$ cat config.mk
export PLATFORM = sky130hd
export DESIGN_NAME = dual_tone_chan
export DESIGN_NICKNAME = d
export VERILOG_FILES = /design/src/rtl/dds_pkg.sv /design/src/rtl/dds_regs.sv /design/src/rtl/dds_tone.sv /design/src/rtl/dds_mix.sv /design/src/rtl/dual_tone_chan.sv
export SDC_FILE = /design/constraint.sdc
export NUM_CORES = 2
export LEC_CHECK = 0
export BUFFER_PORTS_ARGS = -buffer_cell sky130_fd_sc_hd__buf_2
export CORE_ASPECT_RATIO = 0.7
export CORE_UTILIZATION = 65
export CTS_CLUSTER_DIAMETER = 200
export DETAILED_ROUTE_END_ITERATION = 8
export MAX_ROUTING_LAYER = met4
export PLACE_DENSITY = 0.82
export SYNTH_ARGS = -nofsm -noshare
export SYNTH_HDL_FRONTEND = slang
export SYNTH_SLANG_ARGS = --single-unit
$ cat constraint.sdc
create_clock -name clk -period 14.36 [get_ports clk]
set_clock_uncertainty 0.2 [all_clocks]
set_input_delay 0.718 -clock clk [delete_from_list [all_inputs] [get_ports clk]]
set_output_delay 0.718 -clock clk [all_outputs]
set_load 0.05 [all_outputs]
$ cat src/rtl/dds_pkg.sv
`timescale 1ns/1ps
package dds_pkg;
   // register map (offsets decoded by the channel register file)
   localparam int unsigned REG_ADDR_W = 3;
   localparam int unsigned NUM_TONES  = 2;
   localparam logic [REG_ADDR_W-1:0] A_CTRL      = 3'd0;
   localparam logic [REG_ADDR_W-1:0] A_WORD_BASE = 3'd1;
   localparam logic [REG_ADDR_W-1:0] A_GAIN_BASE = 3'd3;
   localparam logic [REG_ADDR_W-1:0] A_SRC       = 3'd5;

   // output source codes
   localparam int unsigned SRC_W = 4;
   localparam logic [SRC_W-1:0] SRC_TONE   = 4'd0;
   localparam logic [SRC_W-1:0] SRC_STREAM = 4'd2;
   localparam logic [SRC_W-1:0] SRC_RAMP   = 4'd11;

   // gain format: sign-magnitude, one integer bit, GAIN_FRAC fraction bits
   localparam int unsigned GAIN_W    = 16;
   localparam int unsigned GAIN_FRAC = 14;
   typedef struct packed {
      logic                neg;
      logic [GAIN_W-2:0]   mag;
   } gain_t;
endpackage

$ cat src/rtl/dds_regs.sv
`timescale 1ns/1ps
module dds_regs
   import dds_pkg::*;
#(
   parameter int unsigned DATA_W  = 32,
   parameter int unsigned PHASE_W = 16
) (
   input  logic                  clk,
   input  logic                  rst_n,
   input  logic                  wr_en,
   input  logic [REG_ADDR_W-1:0] wr_addr,
   input  logic [DATA_W-1:0]     wr_data,
   output logic                  sync_pend,
   output logic [SRC_W-1:0]      src_sel,
   output logic [PHASE_W-1:0]    act_freq [NUM_TONES],
   output logic [PHASE_W-1:0]    act_ofs  [NUM_TONES],
   output gain_t                 act_gain [NUM_TONES]
);
   localparam int unsigned HALF = DATA_W / 2;
   localparam logic [PHASE_W-1:0] NYQ = PHASE_W'(1) << (PHASE_W - 1);

   if (PHASE_W > HALF) begin : g_bad_phase
      $error("dds_regs: PHASE_W must fit in half a data word");
   end
   if (GAIN_W > DATA_W || SRC_W > DATA_W) begin : g_bad_data
      $error("dds_regs: data word too narrow for gain or source fields");
   end
   if (PHASE_W < 3) begin : g_bad_small
      $error("dds_regs: PHASE_W must be at least 3");
   end

   logic sync_wr;
   assign sync_wr = wr_en && (wr_addr == A_CTRL) && wr_data[0];

   // one-cycle synchronise request
   always_ff @(posedge clk or negedge rst_n) begin
      if (!rst_n) sync_pend <= 1'b0;
      else        sync_pend <= sync_wr;
   end

   // source select acts without synchronise
   always_ff @(posedge clk or negedge rst_n) begin
      if (!rst_n)                          src_sel <= SRC_TONE;
      else if (wr_en && wr_addr == A_SRC)  src_sel <= wr_data[SRC_W-1:0];
   end

   for (genvar t = 0; t < NUM_TONES; t++) begin : g_tone
      localparam logic [REG_ADDR_W-1:0] A_WORD = A_WORD_BASE + REG_ADDR_W'(t);
      localparam logic [REG_ADDR_W-1:0] A_GAIN = A_GAIN_BASE + REG_ADDR_W'(t);

      logic [PHASE_W-1:0] new_freq;
      logic [PHASE_W-1:0] st_freq, st_ofs, ac_freq, ac_ofs;
      gain_t              st_gain, ac_gain;
      logic               word_ok;

      assign new_freq = wr_data[PHASE_W-1:0];
      assign word_ok  = wr_en && (wr_addr == A_WORD) && (new_freq <= NYQ);

      // staging registers
      always_ff @(posedge clk or negedge rst_n) begin
         if (!rst_n) begin
            st_freq <= '0;
            st_ofs  <= '0;
            st_gain <= '0;
         end else begin
            if (word_ok) begin
               st_freq <= new_freq;
               st_ofs  <= wr_data[HALF +: PHASE_W];
            end
            if (wr_en && wr_addr == A_GAIN)
               st_gain <= gain_t'(wr_data[GAIN_W-1:0]);
         end
      end

      // active registers, loaded together on synchronise
      always_ff @(posedge clk or negedge rst_n) begin
         if (!rst_n) begin
            ac_freq <= '0;
            ac_ofs  <= '0;
            ac_gain <= '0;
         end else if (sync_pend) begin
            ac_freq <= st_freq;
            ac_ofs  <= st_ofs;
            ac_gain <= st_gain;
         end
      end

      assign act_freq[t] = ac_freq;
      assign act_ofs[t]  = ac_ofs;
      assign act_gain[t] = ac_gain;
   end
endmodule

$ cat src/rtl/dds_tone.sv
`timescale 1ns/1ps
module dds_tone
   import dds_pkg::*;
#(
   parameter int unsigned PHASE_W  = 16,
   parameter int unsigned SAMPLE_W = 16,
   parameter int unsigned SHAPE    = 0    // 0: triangle, 1: sawtooth
) (
   input  logic                       clk,
   input  logic                       rst_n,
   input  logic                       restart,
   input  logic [PHASE_W-1:0]         freq,
   input  logic [PHASE_W-1:0]         ofs,
   input  gain_t                      gain,
   output logic signed [SAMPLE_W+1:0] scaled
);
   localparam int unsigned PROD_W = SAMPLE_W + GAIN_W;

   if (PHASE_W < SAMPLE_W) begin : g_bad_width
      $error("dds_tone: PHASE_W must be at least SAMPLE_W");
   end
   if (SHAPE > 1) begin : g_bad_shape
      $error("dds_tone: unknown SHAPE");
   end

   logic [PHASE_W-1:0]         acc, ph, shape_full;
   logic signed [SAMPLE_W-1:0] wave;
   logic signed [PROD_W-1:0]   prod;
   logic signed [SAMPLE_W+1:0] mag_part;

   always_ff @(posedge clk or negedge rst_n) begin
      if (!rst_n)       acc <= '0;
      else if (restart) acc <= '0;
      else              acc <= acc + freq;
   end

   assign ph = acc + ofs;

   if (SHAPE == 0) begin : g_tri
      logic [PHASE_W-2:0] fold;
      assign fold       = ph[PHASE_W-2:0] ^ {(PHASE_W-1){ph[PHASE_W-1]}};
      assign shape_full = {~fold[PHASE_W-2], fold[PHASE_W-3:0], 1'b0};
   end else begin : g_saw
      assign shape_full = {~ph[PHASE_W-1], ph[PHASE_W-2:0]};
   end

   assign wave     = signed'(shape_full[PHASE_W-1 -: SAMPLE_W]);
   assign prod     = wave * $signed({1'b0, gain.mag});
   assign mag_part = (SAMPLE_W+2)'(prod >>> GAIN_FRAC);
   assign scaled   = gain.neg ? -mag_part : mag_part;
endmodule

$ cat src/rtl/dds_mix.sv
`timescale 1ns/1ps
module dds_mix
   import dds_pkg::*;
#(
   parameter int unsigned SAMPLE_W = 16,
   parameter bit          TONE_EN  = 1'b1
) (
   input  logic                       clk,
   input  logic                       rst_n,
   input  logic signed [SAMPLE_W+1:0] tone_in [NUM_TONES],
   input  logic [SRC_W-1:0]           src_sel,
   input  logic [SAMPLE_W-1:0]        stream_in,
   output logic [SAMPLE_W-1:0]        sample_out
);
   localparam int unsigned SUM_W = SAMPLE_W + 3;
   localparam logic signed [SUM_W-1:0] HI_LIM = SUM_W'(2 ** (SAMPLE_W - 1) - 1);
   localparam logic signed [SUM_W-1:0] LO_LIM = -HI_LIM - SUM_W'(1);
   localparam logic [SAMPLE_W-1:0] HI_OUT = {1'b0, {(SAMPLE_W-1){1'b1}}};
   localparam logic [SAMPLE_W-1:0] LO_OUT = {1'b1, {(SAMPLE_W-1){1'b0}}};

   logic [SAMPLE_W-1:0] tone_d, tone_q, ramp_q;

   if (TONE_EN) begin : g_sum
      logic signed [SUM_W-1:0] total;
      always_comb begin
         total = '0;
         for (int t = 0; t < NUM_TONES; t++)
            total = total + SUM_W'(tone_in[t]);
         if (total > HI_LIM)      tone_d = HI_OUT;
         else if (total < LO_LIM) tone_d = LO_OUT;
         else                     tone_d = total[SAMPLE_W-1:0];
      end
   end else begin : g_nosum
      assign tone_d = '0;
   end

   always_ff @(posedge clk or negedge rst_n) begin
      if (!rst_n) begin
         tone_q <= '0;
         ramp_q <= '0;
      end else begin
         tone_q <= tone_d;
         ramp_q <= ramp_q + 1'b1;
      end
   end

   always_ff @(posedge clk or negedge rst_n) begin
      if (!rst_n) sample_out <= '0;
      else begin
         case (src_sel)
            SRC_TONE:   sample_out <= tone_q;
            SRC_STREAM: sample_out <= stream_in;
            SRC_RAMP:   sample_out <= ramp_q;
            default:    sample_out <= '0;
         endcase
      end
   end
endmodule

$ cat src/rtl/dual_tone_chan.sv
`timescale 1ns/1ps
module dual_tone_chan
   import dds_pkg::*;
#(
   parameter int unsigned DATA_W     = 32,
   parameter int unsigned PHASE_W    = 16,
   parameter int unsigned SAMPLE_W   = 16,
   parameter bit          TONE_EN    = 1'b1,
   parameter int unsigned WAVE_SHAPE = 0
) (
   input  logic                  clk,
   input  logic                  rst_n,
   input  logic                  wr_en,
   input  logic [REG_ADDR_W-1:0] wr_addr,
   input  logic [DATA_W-1:0]     wr_data,
   input  logic [SAMPLE_W-1:0]   stream_in,
   output logic [SAMPLE_W-1:0]   sample_out,
   output logic                  tone_absent
);
   logic                       sync_pend;
   logic [SRC_W-1:0]           src_sel;
   logic [PHASE_W-1:0]         act_freq [NUM_TONES];
   logic [PHASE_W-1:0]         act_ofs  [NUM_TONES];
   gain_t                      act_gain [NUM_TONES];
   logic signed [SAMPLE_W+1:0] tone_val [NUM_TONES];

   assign tone_absent = !TONE_EN;

   dds_regs #(.DATA_W(DATA_W), .PHASE_W(PHASE_W)) u_regs (
      .clk(clk), .rst_n(rst_n), .wr_en(wr_en), .wr_addr(wr_addr),
      .wr_data(wr_data), .sync_pend(sync_pend), .src_sel(src_sel),
      .act_freq(act_freq), .act_ofs(act_ofs), .act_gain(act_gain)
   );

   if (TONE_EN) begin : g_tones
      for (genvar t = 0; t < NUM_TONES; t++) begin : g_t
         dds_tone #(.PHASE_W(PHASE_W), .SAMPLE_W(SAMPLE_W), .SHAPE(WAVE_SHAPE)) u_tone (
            .clk(clk), .rst_n(rst_n), .restart(sync_pend),
            .freq(act_freq[t]), .ofs(act_ofs[t]), .gain(act_gain[t]),
            .scaled(tone_val[t])
         );
      end
   end else begin : g_no_tones
      for (genvar t = 0; t < NUM_TONES; t++) begin : g_z
         assign tone_val[t] = '0;
      end
   end

   dds_mix #(.SAMPLE_W(SAMPLE_W), .TONE_EN(TONE_EN)) u_mix (
      .clk(clk), .rst_n(rst_n), .tone_in(tone_val), .src_sel(src_sel),
      .stream_in(stream_in), .sample_out(sample_out)
   );
endmodule

Word-level counts from Yosys, hierarchy flattened
Cells that the tools add are included.

storage, ports and cells
  input bits = 54
  output and inout port bits = 17
  logic and storage cells = 65
  register bits = 277

cells by class
  magnitude comparators = 3
  bitwise gates (word level) = 4
  mux-type cells = 7
  reduce and logical (&&, ||, !) cells = 11
  equality and inequality tests = 7
  multiply operators = 2
  add/subtract/negate cells = 8

operators by type and width
  kind                   count
  $add 16x16->16         4
  $mux 16                4
  $mul 15x16->31         2
  $pmux 16 s3            1
  $mux 18                2
  $neg 18->18            2
  $xor 15x15->15         2
  $add 18x18->19         1
  $gt 19x16->1 const B   1
  $lt 19x16->1 const B   1
  $add 16x1->16 const B  1
  $le 16x16->1 const B   1
  $logic_and 1x1->1      9
  $eq 3x2->1 const B     2
  $eq 3x3->1 const B     2
  $eq 4x2->1 const B     1
  $eq 4x4->1 const B     1
  $logic_not 4->1        1
  $eq 3x1->1 const B     1
  $logic_not 3->1        1
  $not 1->1              2

Depth between registers and ports, before layout
  word-level depth = 10
  depth in mapped cells = 51
  mapped depth without buffers = 48

Cells and area by module
From an unflattened synthesis, not the netlist that was laid out.

unflattened totals
  cell total of the unflattened synthesis = 3,112
  area total of the unflattened synthesis = 30,690.7 um2

by module, submodules not included
  module                            instances  cells an instance  area each (um2)  seq. area each (um2)
  dds_tone (g_tones.g_t[0].u_tone)  1          1,228              10,332.4         400.4
  dds_tone (g_tones.g_t[1].u_tone)  1          1,163              9,984.6          400.4
  dds_regs                          1          432                7,493.4          4,929.7
  dds_mix                           1          287                2,869.0          1,201.2
  dual_tone_chan                    1          2                  11.3             0.0

Worst setup path after synthesis
No wires, ideal clock.

  path type = register -> register
  start point = register g_tones.g_t[0].u_tone.acc[1]
  end point = register u_mix.tone_q[11]
  data required time = 14.042 ns
  period minus slack after synthesis = 11.565 ns
  buffers on the path = 4
  cell stages (with the launch flop) = 49
  setup time = 0.118 ns
  slack = 2.795 ns
  arrival time = 11.247 ns
  cell sequence = dfrtp_1 ha_1 a211oi_1 o21ai_1 o2111ai_1 a21o_1 and2_1 clkbuf_1 clkbuf_1 xor2_1 clkbuf_1 nand2_1 fa_1 fa_1 inv_1 fa_1 inv_1 fa_1 [13 not listed] nor3b_1 nor3_1 a211o_1 o31ai_1 xor2_1 ha_1 a21o_1 a21o_1 a21oi_1 o21ai_0 a2111oi_0 o21bai_1 a21oi_1 o21bai_1 mux2_2 a31o_2 clkbuf_1 a21o_1

on the way
  longest elaborated chain between the ends = 10
  elaborated cells between the ends (all ways) = 11
  classes of those cells = 3 x add/sub; 1 x mul; 2 x order compare; 3 x mux; 2 x bitwise

RTL lines
  element                   line            RTL
  start: declaration        dds_tone.sv:26  logic [PHASE_W-1:0] acc, ph, shape_full;
  start signal: assignment  dds_tone.sv:34  else acc <= acc + freq;
  $add 16x16->16 *          dds_tone.sv:37  assign ph = acc + ofs;
  $xor 15x15->15 *          dds_tone.sv:41  assign fold = ph[PHASE_W-2:0] ^ {(PHASE_W-1){ph[PHASE_W-1]}};
  $not 1->1                 dds_tone.sv:42  assign shape_full = {~fold[PHASE_W-2], fold[PHASE_W-3:0], 1'b0};
  $mul 15x16->31 *          dds_tone.sv:48  assign prod = wave * $signed({1'b0, gain.mag});
  $neg 18->18               dds_tone.sv:50  assign scaled = gain.neg ? -mag_part : mag_part;
  $mux 18 *                 dds_tone.sv:50
  $add 18x18->19 *          dds_mix.sv:28   total = total + SUM_W'(tone_in[t]);
  $lt 19x16->1              dds_mix.sv:30   else if (total < LO_LIM) tone_d = LO_OUT;
  $mux 16                   dds_mix.sv:30
  $mux 16 *                 dds_mix.sv:29   if (total > HI_LIM) tone_d = HI_OUT;
  via u_mix.tone_d[11]      dds_mix.sv:21   logic [SAMPLE_W-1:0] tone_d, tone_q, ramp_q;
  end signal: assignment    dds_mix.sv:42   tone_q <= tone_d;
  end: declaration          dds_mix.sv:21

Mark *: on every way through the listed nets, which the timed path passes. The rest lies on a longest branch.
A chain may end at the register's enable or synchronous reset.

Worst setup path in the final report
  start point = register g_tones.g_t[0].u_tone.acc[1]
  end point = register u_mix.tone_q[0]

The elaborated chain is that of the path after synthesis.

==> impl_metrics.prom <==
# TYPE chip_impl_metric gauge
chip_impl_metric{name="final_period_minus_worst_setup_slack",unit="ns"} 12.96
chip_impl_info{name="synthMostInstantiatedCell",value="inv_1"} 1
chip_impl_metric{name="worst_rel_slew_slack",unit=""} 0.128
chip_impl_metric{name="num_rows",unit=""} 65
chip_impl_info{name="timing.critical_path.mode_cell",value="fa_1"} 1
chip_impl_metric{name="start_util",unit=""} 0.661
chip_impl_info{name="status",value="completed"} 1
chip_impl_metric{name="timing.critical_path.slowest_cell_delay",unit="ns"} 1.06
chip_impl_metric{name="antenna_violations_before_repair",unit=""} 4
chip_impl_metric{name="design.final.nets",unit=""} 3694
chip_impl_metric{name="dp_hpwl",unit="um"} 58400
chip_impl_metric{name="synth-async-reset-ratio",unit=""} 1.00
chip_impl_metric{name="synth_top_area_frac",unit=""} 0.232
chip_impl_metric{name="fillerInstances",unit=""} 3326
chip_impl_metric{name="area_growth_from_synthesis_to_layout",unit="%"} 6.49
chip_impl_metric{name="finalSetupViolations",unit=""} 0
chip_impl_metric{name="regToRegSetupSlack",unit="ns"} 1.40
chip_impl_metric{name="dr.pass1.iters",unit=""} 6
chip_impl_metric{name="edff_count_synth",unit=""} 0
chip_impl_metric{name="crit_required",unit="ns"} 14.61
chip_impl_metric{name="clock-sinks",unit=""} 277
chip_impl_info{name="crit_path_end_kind",value="register"} 1
chip_impl_metric{name="cts_repair_resize_count",unit=""} 0
chip_impl_metric{name="die_area",unit="um^2"} 46700
chip_impl_metric{name="num_vias",unit=""} 21900
chip_impl_metric{name="worst_slew_pin_tran",unit="ns"} 1.30
chip_impl_info{name="clk_root_buf",value="clkbuf_16"} 1
chip_impl_metric{name="ioPinCount",unit=""} 71
chip_impl_metric{name="hold_viol_final",unit=""} 0
chip_impl_metric{name="io_buffers",unit=""} 69
chip_impl_metric{name="grt_first_pass_wirelength",unit="um"} 122000
chip_impl_info{name="ys_top_cells_by_area",value="dfrtp_1, fa_1, ha_1, mux2_2, inv_1"} 1
chip_impl_metric{name="post_synthesis_sequential_element_count",unit=""} 277
chip_impl_metric{name="period_share",unit=""} 0.902
chip_impl_metric{name="syn-num-nets",unit=""} 3678
chip_impl_metric{name="synthesis.instances",unit=""} 2988
chip_impl_info{name="setup_repair_after_global_routing_missed_its_margin",value="no"} 1
chip_impl_metric{name="synth_area_per_inst",unit="um^2"} 9.98
chip_impl_metric{name="die-height",unit="um"} 181
chip_impl_metric{name="grt_pass1_vias",unit=""} 22700
chip_impl_metric{name="fraction_of_final_layout_cells_sized_beyond_drive_strength_1",unit=""} 0.125
chip_impl_metric{name="clock_path_buffers",unit=""} 3
chip_impl_metric{name="core_box_area",unit="um^2"} 45100
chip_impl_info{name="timing.critical_path.from_type",value="register"} 1
chip_impl_metric{name="report.final.slew_viol_count",unit=""} 0
chip_impl_metric{name="gpl_wtd_cong",unit=""} 0.995
chip_impl_metric{name="worst_setup_hold_path_clk_slew",unit="ns"} 0.06
chip_impl_info{name="synth.largest_area_cell",value="dfrtp_1"} 1
chip_impl_metric{name="drt_wl_total",unit="um"} 75800
chip_impl_info{name="cpMaxStageDelayCell",value="xor2_1"} 1
chip_impl_metric{name="synth.yosys.seq_area_share",unit=""} 0.232
chip_impl_metric{name="max_clock_freq",unit="MHz"} 77.2
chip_impl_metric{name="worstPathArrival",unit="ns"} 13.20
chip_impl_metric{name="worst-path-max-fanout",unit=""} 15
chip_impl_info{name="critPathKind",value="register to register"} 1
chip_impl_metric{name="grt.total_usage",unit=""} 0.341
chip_impl_metric{name="yosysUniqueCellTypes",unit=""} 85
chip_impl_metric{name="dieWidth",unit="um"} 258
chip_impl_metric{name="detail_route.iter0.violations",unit=""} 1977
chip_impl_metric{name="synth_area",unit="um^2"} 29800
chip_impl_metric{name="grt_overflow",unit=""} 0
chip_impl_info{name="ys.flop_type",value="dfrtp_1"} 1
chip_impl_metric{name="htreeDepth",unit=""} 1
chip_impl_metric{name="yosys_warnings",unit=""} 0
chip_impl_metric{name="avg_vias_per_cell",unit=""} 6.04
chip_impl_info{name="cts_tree",value="yes"} 1
chip_impl_metric{name="final_antenna_net_count",unit=""} 0
chip_impl_metric{name="max_cap_viol_count",unit=""} 0
chip_impl_metric{name="worstSkewPairLatency",unit="ns"} 0.60
chip_impl_metric{name="postCtsSetupBuffers",unit=""} 0
chip_impl_metric{name="grt_max_degree",unit=""} 183
chip_impl_info{name="worstHoldPathType",value="input port to register"} 1
chip_impl_metric{name="tritoncts.num_buffers",unit=""} 28
chip_impl_info{name="netlist_top_cells_count",value="inv_1, fa_1, nand2_1"} 1
chip_impl_metric{name="routed_wire_length_per_instance",unit="um"} 20.9
chip_impl_metric{name="setup_total_negative_slack",unit="ns"} 0
chip_impl_metric{name="drt_drc_violations_left",unit=""} 0
[timing repair]
action                                 in CTS  in global routing
endpoints found under the hold margin      95                  0
setup endpoints to repair                   0                  0
hold buffers                                1                  0
[critical path: cells and delay by family (launching register included)]
family,cells,cell delay [ns]
muxes,1,0.28
buffers and inverters,3,0.15
and+or+nand+nor,8,1.75
xor gates and xnor gates,3,1.42
adders and majority gates,10,4.21
DFF,1,0.44
AOI/OAI and AO/OA,19,4.33
[layout make-up]
type	count	area, um^2	area share
Antenna cell	4	10.0	0.000315
Clock inverter	10	176	0.00556
Sequential cell	277	6940	0.218
Timing Repair Buffer	99	596	0.0188
Clock buffer	38	788	0.0248
Tap cell	603	754	0.0238
Multi-Input combinational cell	2204	21000	0.662
Inverter	394	1480	0.0466
[flip-flops by register name (all words and copies together), names as in the netlist]
name                    count
g_tones.g_t.u_tone.acc     32
u_regs.act_gain            32
u_regs.g_tone.ac_freq      32
u_regs.g_tone.ac_ofs       32
u_regs.g_tone.st_freq      32
u_regs.g_tone.st_gain      32
u_regs.g_tone.st_ofs       32
u_mix.ramp_q               16
u_mix.sample_out           16
u_mix.tone_q               16
u_regs.src_sel              4
u_regs.sync_pend            1
[worst paths after layout]
kind                       depth (start not counted)                          from                           to
max                                               44  g_tones.g_t[0].u_tone.acc[1]              u_mix.tone_q[0]
min                                                2                   wr_data[21]   u_regs.g_tone[0].st_ofs[5]
max reg2reg                                       44  g_tones.g_t[0].u_tone.acc[1]              u_mix.tone_q[0]
min reg2reg                                        1               u_mix.ramp_q[0]              u_mix.ramp_q[0]
max in group asynchronous                          3                         rst_n             u_regs.sync_pend
min in group asynchronous                          2                         rst_n  u_regs.g_tone[1].ac_freq[5]
[per-stage QoR]
step	hold slack, ns	instances	cell area, um^2	setup WS, ns	util
2_1_floorplan	0.222	2988	29800	2.79	-
3_3_place_gp	0.274	3576	30800	2.07	0.682
3_5_place_dp	0.271	3576	30800	1.71	0.682
4_1_cts	0.155	3625	31700	1.62	0.703
5_1_grt	0.163	3629	31700	0.686	0.703
6_report	0.172	3629	31700	1.40	0.703
[placed cells by master, fill, tap and decap left out, types with 6 or more instances in the layout]
| master | synthesis | layout |
|---|---|---|
| o21bai_1 | 21 | 21 |
| or3_1 | 10 | 10 |
| nor2_1 | 90 | 90 |
| buf_4 | 1 | 28 |
| ha_1 | 297 | 297 |
| buf_2 | 0 | 68 |
| nand2_1 | 319 | 319 |
| o211ai_1 | 6 | 6 |
| clkbuf_16 | 0 | 28 |
| fa_1 | 339 | 339 |
| nor3_1 | 27 | 27 |
| nand4_1 | 19 | 19 |
| a21o_1 | 84 | 84 |
| xor2_1 | 44 | 44 |
| nor2b_1 | 20 | 20 |
| a21boi_0 | 11 | 11 |
| a21oi_1 | 115 | 115 |
| xnor2_1 | 131 | 127 |
| a31oi_1 | 14 | 14 |
| inv_1 | 394 | 394 |
| o21ai_0 | 59 | 59 |
| a211oi_1 | 6 | 6 |
| o21ai_1 | 10 | 10 |
| nand2b_1 | 17 | 17 |
| mux2_2 | 195 | 195 |
| o21a_1 | 12 | 12 |
| dfrtp_1 | 277 | 276 |
| and3_1 | 10 | 10 |
| o31ai_1 | 7 | 7 |
| nor4_1 | 8 | 7 |
| a222oi_1 | 16 | 16 |
| and2_1 | 191 | 191 |
| nand3_1 | 32 | 32 |
[metal layers]
layer	routed length (um)	global-route usage	part of all wire	vias up
li1	-	-	-	9825
met5	0	-	0	-
met4	2100	0.0928	0.028	0
met2	33500	0.506	0.44	917
met1	33300	0.480	0.44	11100
met3	6850	0.0675	0.090	124
[cells by family after synthesis]
kind of cell             Yosys count  share of synthesized area
XOR/XNOR                         175                     0.0514
other                              1                   0.000126
multiplexers                     199                     0.0750
buffers and inverters            507                     0.0642
flip-flops                       277                      0.232
AND/OR/NAND/NOR                  777                      0.130
adder cells (fa/ha/maj)          636                      0.352
AO/OA/AOI/OAI                    416                     0.0949
Power is left out: the tool's default activity adds up to more than one toggle a clock period on the data nets, which glitch-free logic cannot reach.
